`src/rtl/pac_pkg.sv`:
```
package pac_pkg;

    typedef struct packed {
        logic label_mm;
        logic trace_mm;
        logic unequipped;
    } defects_t;

    typedef struct packed {
        logic ais_off;
        logic ais_force;
        logic rdi_label_en;
        logic rdi_uneq_en;
    } cfg_t;

    typedef struct packed {
        logic ais;
        logic rdi;
    } action_t;

    localparam action_t ACTION_IDLE = '{ais: 1'b0, rdi: 1'b0};

    // Priority: force, then disable, then any defect.
    function automatic logic ais_rule(input defects_t d, input cfg_t c);
        logic any_defect;
        any_defect = d.label_mm | d.trace_mm | d.unequipped;
        if (c.ais_force)
            return 1'b1;
        else if (c.ais_off)
            return 1'b0;
        else
            return any_defect;
    endfunction

    function automatic logic rdi_rule(input defects_t d, input cfg_t c);
        return (d.label_mm & c.rdi_label_en) | (d.unequipped & c.rdi_uneq_en);
    endfunction

endpackage

```
`src/rtl/pac_decide.sv`:
```
module pac_decide
    import pac_pkg::*;
(
    input  defects_t defects,
    input  cfg_t     cfg,
    output action_t  action
);
    always_comb begin
        action.ais = ais_rule(defects, cfg);
        action.rdi = rdi_rule(defects, cfg);
    end
endmodule

```
`src/rtl/pac_frame_hold.sv`:
```
module pac_frame_hold
    import pac_pkg::*;
(
    input  logic    clk,
    input  logic    rst,
    input  logic    frame_start,
    input  action_t next_action,
    output action_t held_action,
    output action_t live_action
);
    action_t state_q;

    always_ff @(posedge clk) begin
        if (rst)
            state_q <= ACTION_IDLE;
        else if (frame_start)
            state_q <= next_action;
    end

    // The byte that arrives with the strobe already belongs to the new frame.
    always_comb begin
        held_action = state_q;
        live_action = frame_start ? next_action : state_q;
    end
endmodule

```
`src/rtl/pac_substitute.sv`:
```
module pac_substitute #(
    parameter int DATA_W = 8
) (
    input  logic              clk,
    input  logic              rst,
    input  logic              replace,
    input  logic              in_valid,
    input  logic [DATA_W-1:0] in_data,
    output logic              out_valid,
    output logic [DATA_W-1:0] out_data
);
    localparam logic [DATA_W-1:0] ALL_ONES = {DATA_W{1'b1}};

    always_ff @(posedge clk) begin
        if (rst) begin
            out_valid <= 1'b0;
            out_data  <= '0;
        end else begin
            out_valid <= in_valid;
            out_data  <= replace ? ALL_ONES : in_data;
        end
    end
endmodule

```
`src/rtl/path_alarm_ctrl.sv`:
```
module path_alarm_ctrl
    import pac_pkg::*;
#(
    parameter int DATA_W = 8
) (
    input  logic              clk,
    input  logic              rst,
    input  logic              frame_start,
    input  logic              dft_label_mm,
    input  logic              dft_trace_mm,
    input  logic              dft_unequipped,
    input  logic              cfg_ais_off,
    input  logic              cfg_ais_force,
    input  logic              cfg_rdi_label_en,
    input  logic              cfg_rdi_uneq_en,
    input  logic              in_valid,
    input  logic [DATA_W-1:0] in_data,
    output logic              out_valid,
    output logic [DATA_W-1:0] out_data,
    output logic              ais_active,
    output logic              rdi_request
);
    defects_t defects;
    cfg_t     cfg;
    action_t  next_action;
    action_t  held_action;
    action_t  live_action;

    always_comb begin
        defects.label_mm     = dft_label_mm;
        defects.trace_mm     = dft_trace_mm;
        defects.unequipped   = dft_unequipped;
        cfg.ais_off          = cfg_ais_off;
        cfg.ais_force        = cfg_ais_force;
        cfg.rdi_label_en     = cfg_rdi_label_en;
        cfg.rdi_uneq_en      = cfg_rdi_uneq_en;
    end

    pac_decide u_decide (
        .defects (defects),
        .cfg     (cfg),
        .action  (next_action)
    );

    pac_frame_hold u_hold (
        .clk         (clk),
        .rst         (rst),
        .frame_start (frame_start),
        .next_action (next_action),
        .held_action (held_action),
        .live_action (live_action)
    );

    pac_substitute #(.DATA_W(DATA_W)) u_subst (
        .clk       (clk),
        .rst       (rst),
        .replace   (live_action.ais),
        .in_valid  (in_valid),
        .in_data   (in_data),
        .out_valid (out_valid),
        .out_data  (out_data)
    );

    assign ais_active  = held_action.ais;
    assign rdi_request = held_action.rdi;
endmodule

```
`config.mk`:
```
export PLATFORM = sky130hd
export DESIGN_NAME = path_alarm_ctrl
export DESIGN_NICKNAME = d
export VERILOG_FILES = /design/src/rtl/pac_pkg.sv /design/src/rtl/pac_decide.sv /design/src/rtl/pac_frame_hold.sv /design/src/rtl/pac_substitute.sv /design/src/rtl/path_alarm_ctrl.sv
export SDC_FILE = /design/constraint.sdc
export NUM_CORES = 1
export LEC_CHECK = 0
export BUFFER_PORTS_ARGS = -buffer_cell sky130_fd_sc_hd__buf_2
export CELL_PAD_IN_SITES_DETAIL_PLACEMENT = 1
export CELL_PAD_IN_SITES_GLOBAL_PLACEMENT = 1
export CORE_MARGIN = 3
export CORE_UTILIZATION = 23
export DETAILED_ROUTE_END_ITERATION = 10
export PLACE_DENSITY = 0.81
export REMOVE_ABC_BUFFERS = 1
export SETUP_SLACK_MARGIN = 0.5
export SLEW_MARGIN = 20
export SYNTH_ARGS = -nofsm -noshare
export SYNTH_HDL_FRONTEND = slang
export SYNTH_SLANG_ARGS = --single-unit
```
`constraint.sdc`:
```
create_clock -name clk -period 1.1 [get_ports clk]
set_input_delay 0.165 -clock clk [delete_from_list [all_inputs] [get_ports clk]]
set_output_delay 0.165 -clock clk [all_outputs]
set_load 0.03 [all_outputs]
```
; ---- Word level (Yosys, flattened, before mapping)
; Cells that the tools add are included.
[word_totals]
register_bits = 11
in_bits = 19
output_inout_bits = 11
elab_cells = 13
[op_classes]
muxes = 4
bitwise = 5
[ops]
columns = cell, count
row1 = 8-bit 2-to-1 mux, 1
row2 = 1-bit bitwise OR, 3
row3 = 1-bit AND, 2
row4 = 1-bit 2-to-1 mux, 2
row5 = 2-bit 2-to-1 mux, 1

; ---- Depth between registers and ports, before layout
; Gate-level depths: netlist of the first run.
[logic_depth]
ltp_word = 6
ltp_mapped = 3
depth_no_buf = 3

; ---- Hierarchy
; A second synthesis of the first run with hierarchy kept.
[hier_totals]
hier_cells = 28
hier_area_um2 = 386.6
[modules_own_cells]
columns = module, n_inst, cells_each, area_each_um2, seq_area_each_um2
row1 = pac_substitute, 1, 19, 277.8, 180.2
row2 = pac_frame_hold, 1, 6, 86.3, 40.0
row3 = pac_decide, 1, 3, 22.5, 0.0

; ---- Worst setup path after synthesis of the first run
; OpenSTA, ideal clock, no wires.
[synth_timing]
path_kind = register to register
start = register u_hold.state_q, in the netlist u_hold.held_action[1]
end = register u_subst.out_data[0]
arrival_ps = 951
t_required_ps = 1026
setup_slack_ps = 75
stages_incl_launch_ff = 4
period_less_slack_ps = 1025
cell_sequence = dfxtp_1 > o21bai_1 > a211o_2 > o21ai_0
[synth_between]
elab_chain_len = 2
[synth_rtl]
columns = element, line
row1 = from (decl), pac_frame_hold.sv:11  ; action_t state_q;
row2 = from (signal assigned), pac_frame_hold.sv:17  ; state_q <= next_action;
row3 = 2-bit 2-to-1 mux, pac_frame_hold.sv:23  ; live_action = frame_start ? next_action : state_q;
row4 = 8-bit 2-to-1 mux, pac_substitute.sv:20  ; out_data <= replace ? ALL_ONES : in_data;
row5 = to (signal assigned), pac_substitute.sv:20
row6 = to (decl), pac_substitute.sv:10  ; output logic [DATA_W-1:0] out_data
; No other way between the ends.
; A chain may end at the register's enable or synchronous reset.

; ---- Final worst setup path of the first run
[layout_timing]
start = register u_hold.state_q, in the netlist u_hold.held_action[1]
end = output ais_active
[layout_rtl]
columns = element, line
row1 = to (decl), path_alarm_ctrl.sv:20  ; output logic ais_active,
; No word-level cell between the ends.

==> impl_metrics.csv, run 1 <==
group,metric,value,unit
timing,setup_tns,0,ns
floorplanning,die_x,45.3,um
setup_path,worstSetupEndpointType,"output pin",
finish,nNetsFinal,91,
min_path,holdPathStages,2,
synth,ys_seq_area_share,62.0,%
synth,synth_top_area_cell,"dfxtp_1",
drt,route.detailed.drc,0,
timing,period_needed,0.904,ns
setup_path,crit_path_start_kind,"flip-flop",
placement,port_buffers,29,
drt,vias,379,
setup_path,worst_path_largest_cell_delay,0.35,ns
cts,numCtsBuffers,3,
placement,dp_slack,-0.0492,ns
drt,drt-pass1-iter-count,4,
finish,area.growth.synth_to_final,87.0,%
min_path,min_path_type,"in -> reg",
timing,worst_pin_slew,0.396,ns
finish,drive_gt1_share,67.6,%
floorplanning,pin_count,30,
timing,clock.fmax,1110,MHz
cts,clk_path_buf_depth,2,
timing,fin_ws,0.196,ns
power_and_ir_drop,power_leakage,0.344,nW
finish,final_core_util,48.6,%
min_path,whs_endpoint,"u_subst.out_valid",
grt,grt_pass1_wl,1.84,mm
cts,cts_root_buf,"clkbuf_4",
grt,antenna_found_initial,0,
placement,dp_cells,81,
min_path,hold_start,"in_valid",
setup_path,crit_family,"flip-flops",
synth,netlist_top_cells_area,"dfxtp_1 (62%), o21ai_0 (11%), inv_1 (9.5%)",
setup_path,path_depth,1,
setup_path,crit_slowest_cell,"dfxtp_2",
timing,rsz0062_at_grt,"true",
cts,cts_sinks,11,
setup_path,cp.required,0.94,ns
timing,relSlewSlack,73.4,%
finish,layout_commonest_cell,"buf_2",
finish,final_cell_mix,"buf_2 (18), buf_6 (11), dfxtp_2 (10)",
finish,fin_cells,86,
drt,viasPerCell,4.41,
setup_path,critPathMaxFanout,2,
setup_path,rrSetupSlack,0.21,ns
finish,ff_latch_area,233,um2
synth,syn_area,355,um2
synth,synthCells,37,
setup_path,crit_start,"u_hold.held_action[1]",
placement,placed_area,523,um2
setup_path,critPathArrivalTime,0.74,ns
grt,grtUsageTotal,13.5,%
timing,fin_crit_sh,82.1,%
grt,grt_pass1_vias,395,
timing,fin_skew,0.0142,ns
timing,hold_violations,0,
setup_path,r2r_cells,3,
drt,drt_wl_total,1.17,mm
finish,fillerInstances,169,
grt,grt_max_degree,11,
synth,syn_avg_cell_area,9.60,um2
drt,wire_per_inst,13.6,um
floorplanning,start_util,26.0,%
drt,drt.antenna.violating_nets,0,
placement,gp_congestion,0.646,
timing,setup_viol,0,
synth,yosys.area.top_type_share,62.0,%
run_status,status,"complete, no violations",
synth,synth_cell_type_count,12,
power_and_ir_drop,power_density,1490,nW/um2
finish,multi_input_area,131,um2
setup_path,critical_path_class,"reg -> out",
cts,cts_tree,"built",
flow_run,cap_violations,0,
floorplanning,fp.dieArea,2050,um2
drt,drt-initial-drc-count,1,
finish,final_area,664,um2
synth,synth.yosys.warnings,0,
cts,path_clk_slew,0.07,ns
setup_path,r2r-start,"u_hold.held_action[1]",
floorplanning,rows,13,
cts,h-tree-depth,1,
cts,clock_latency,0.27,ns
power_and_ir_drop,vdd_drop_max,0.878,mV
setup_path,rr_endpoint,"u_subst.out_data[3]",
timing,holdWs,0.120,ns
timing,maxSlewViolCount,0,
synth,ys_seq_elements,11,
floorplanning,core_area,1370,um2
finish,diodes,0,
power_and_ir_drop,finalPower,990,uW
setup_path,crit_buf_inv,1,
setup_path,cp_cell_sequence,"buf_6",
floorplanning,die_h,45.3,um
grt,gr-total-overflow,0,
[synthesized netlist by cell type]
| cell type | instances |
|---|---|
| a22oi_1 | 1 |
| a211oi_1 | 1 |
| and3b_1 | 1 |
| dfxtp_1 | 11 |
| nor2_1 | 1 |
| inv_1 | 9 |
| nor2b_1 | 1 |
| clkbuf_1 | 1 |
| o21bai_1 | 1 |
| o21ai_0 | 8 |
| a211o_2 | 1 |
| nor4_1 | 1 |
[cell type report]
class / count / area share (%)
Multi-Input combinational cell: 17 / 19.8
Timing Repair Buffer: 30 / 33.3
Sequential cell: 11 / 35.0
Clock buffer: 4 / 3.95
Tap cell: 15 / 2.82
Inverter: 9 / 5.08
[timing repair]
| item | in CTS | in global routing |
|---|---|---|
| buffers inserted | 0 | 0 |
| hold buffers | 0 | 0 |
| endpoints found under the setup margin | 21 | 21 |
| cloned | 1 | 0 |
| resized for setup | 36 | 9 |
| pin swaps | 4 | 1 |
[worst max-delay path by stage]
stage                          endpoint  slack (ns)
CTS                 u_subst.out_data[7]        0.16
global route        u_subst.out_data[3]        0.15
global placement    u_subst.out_data[6]         0.1
detailed placement  u_subst.out_data[3]       -0.05
finish                       ais_active        0.20
floorplan           u_subst.out_data[0]        0.08
[cell families after synthesis]
| group | Yosys count | share of synthesized area (%) |
|---|---|---|
| buffers and inverters | 10 | 10.6 |
| DFF | 11 | 62.0 |
| AOI/OAI and AO/OA | 12 | 20.4 |
| and+or+nand+nor | 4 | 7.04 |
[layer usage]
metal | wire (um) | vias to the layer above | GRT usage (%)
met5 | 0 | - | 0
met4 | 20 | 0 | 7.02
met3 | 51 | 2 | 2.39
li1 | - | 191 | -
met1 | 415 | 172 | 13.0
met2 | 686 | 14 | 26.3
[power breakdown]
part / internal (mW) / switching [mW]
combinational: 0.116 / 0.132
sequential: 0.441 / 0.0190
clock: 0.140 / 0.141
[sequential cells by signal, indices dropped and copies added, names as in the netlist]
| name | cells |
|---|---|
| u_subst.out_valid | 1 |
| u_hold.held_action | 2 |
| u_subst.out_data | 8 |
(Power assumes the default switching activity.)
==> inputs of run 2 (changes only) <==
CORE_UTILIZATION = 21   (was 23)
PLACE_DENSITY = 0.78   (was 0.81)
clock period = 0.8 ns   (was 1.1 ns; I/O delays follow)
==> impl_metrics.csv, run 2 (synthesis results as in run 1) <==
group,metric,value,unit
drt,drt-pass1-iter-count,1,
finish,largest_reg_flops,8,
timing,fin_ws,-0.142,ns
drt,drt.antenna.violating_nets,0,
grt,grt_max_degree,11,
finish,nNetsFinal,91,
cts,cts_tree,"built",
floorplanning,fp.dieArea,2220,um2
placement,gp_congestion,0.676,
power_and_ir_drop,p_seq_share,46.2,%
finish,diodes,0,
setup_path,critical_path_class,"reg -> reg",
placement,dp.final_hpwl,777,um
floorplanning,die_h,47.1,um
timing,worst_pin_slew,0.385,ns
run_status,violations,"negative setup slack",
setup_path,worstSetupEndpointType,"flip-flop",
cts,cts_setup_buffers,0,
finish,largest_register,"u_subst.out_data",
placement,port_buffers,29,
timing,setup_viol,20,
finish,fillerInstances,190,
power_and_ir_drop,power_leakage,0.351,nW
power_and_ir_drop,vdd_drop_max,0.758,mV
timing,fin_skew,0.00412,ns
finish,ff_latch_area,234,um2
timing,clock.fmax,1060,MHz
placement,dp_slack,-0.187,ns
setup_path,critPathArrivalTime,1.13,ns
drt,drt-initial-drc-count,0,
finish,area.growth.synth_to_final,93.7,%
grt,grt_pass1_wl,1.67,mm
grt,gr-total-overflow,0,
cts,numCtsBuffers,3,
timing,period_needed,0.942,ns
setup_path,critPathMaxFanout,5,
drt,drt_wl_total,1.28,mm
power_and_ir_drop,switching_share,29.3,%
setup_path,rrSetupSlack,-0.14,ns
timing,fin_crit_sh,118,%
floorplanning,start_util,23.1,%
power_and_ir_drop,power_density,1990,nW/um2
finish,final_cell_mix,"buf_2 (18), buf_6 (11), dfxtp_2 (11)",
timing,rsz0062_at_grt,"true",
placement,dp_cells,82,
power_and_ir_drop,pwr-share-comb,26.3,%
setup_path,crit_path_start_kind,"flip-flop",
floorplanning,die_x,47.1,um
cts,path_clk_slew,0.07,ns
drt,wire_per_inst,14.7,um
timing,relSlewSlack,74.1,%
power_and_ir_drop,clock_power_share,27.4,%
drt,vias,384,
flow_run,cap_violations,0,
cts,clk_path_buf_depth,2,
power_and_ir_drop,p_sw,401,uW
cts,h-tree-depth,1,
timing,hold_violations,0,
finish,multi_input_area,153,um2
drt,viasPerCell,4.41,
timing,maxSlewViolCount,0,
grt,grt_pass1_vias,388,
finish,fin_cells,87,
drt,route.detailed.drc,0,
finish,layout_commonest_cell,"buf_2",
grt,antenna_found_initial,0,
cts,cts_root_buf,"clkbuf_4",
min_path,min_path_type,"in -> reg",
cts,clock_latency,0.26,ns
power_and_ir_drop,power.internal,967,uW
cts,cts_sinks,11,
finish,final_core_util,44.6,%
finish,drive_gt1_share,74.6,%
run_status,status,"finished with violations",
setup_path,cp.required,0.99,ns
floorplanning,pin_count,30,
floorplanning,core_area,1540,um2
grt,grtUsageTotal,11.2,%
floorplanning,rows,14,
## run 2: worst paths after layout
| check | cells past startpoint | end | startpoint |
|---|---|---|---|
| worst max-delay path | 3 | u_subst.out_data[5] | u_hold.held_action[1] |
| worst min register to register | 2 | u_hold.held_action[0] | u_hold.held_action[0] |
| worst min-delay path | 2 | u_subst.out_valid | in_valid |
| worst max register to register | 3 | u_subst.out_data[5] | u_hold.held_action[1] |
## run 2: timing repair
action / in CTS / in global routing
gates resized for setup: 39 / 12
endpoints found under the setup margin: 21 / 22
hold buffers: 0 / 0
cloned: 1 / 0
pin swaps: 2 / 1
## run 2: critical path: stages, from the launching register on
cell,delay (ns)
dfxtp_2,0.36
o21bai_4,0.07
a211o_4,0.36
o21ai_2,0.07
## run 2: final cells by class
| type | count | area share [%] |
|---|---|---|
| inverters | 9 | 4.91 |
| repair buffers | 30 | 32.2 |
| well taps | 16 | 2.91 |
| clock buffers | 4 | 3.82 |
| flip-flops and latches | 11 | 34.0 |
| multi-input cells | 17 | 22.2 |
## run 2: power by group through the flow
stage | clock (mW) | combinational [mW] | sequential, mW
finish | 0.375 | 0.360 | 0.632
global route | 0.421 | 0.386 | 0.637
CTS | 0.399 | 0.326 | 0.628
detailed placement | 0 | 0.259 | 0.621
global placement | 0 | 0.253 | 0.620
floorplan | 0 | 0.0410 | 0.724
## run 2: per-layer routing
metal / wire length (um) / vias to the layer above / global-route usage (%)
met5: 0 / - / 0
met4: 20 / 0 / 8.29
met3: 84 / 2 / 3.07
met2: 721 / 19 / 20.1
met1: 450 / 173 / 10.8
li1: - / 190 / -
## run 2: per-stage QoR
| step | setup TNS [ns] | instance area (um2) | hold slack [ns] | power (mW) |
|---|---|---|---|---|
| 6_report | -1.35 | 688 | 0.0685 | 1.37 |
| 4_1_cts | -1.12 | 637 | 0.0708 | 1.35 |
| 2_1_floorplan | -2.02 | 352 | 0.192 | 0.765 |
| 3_5_place_dp | -1.53 | 524 | 0.352 | 0.880 |
| 3_3_place_gp | -1.33 | 524 | 0.332 | 0.873 |
| 5_1_grt | -2.01 | 688 | 0.0661 | 1.44 |
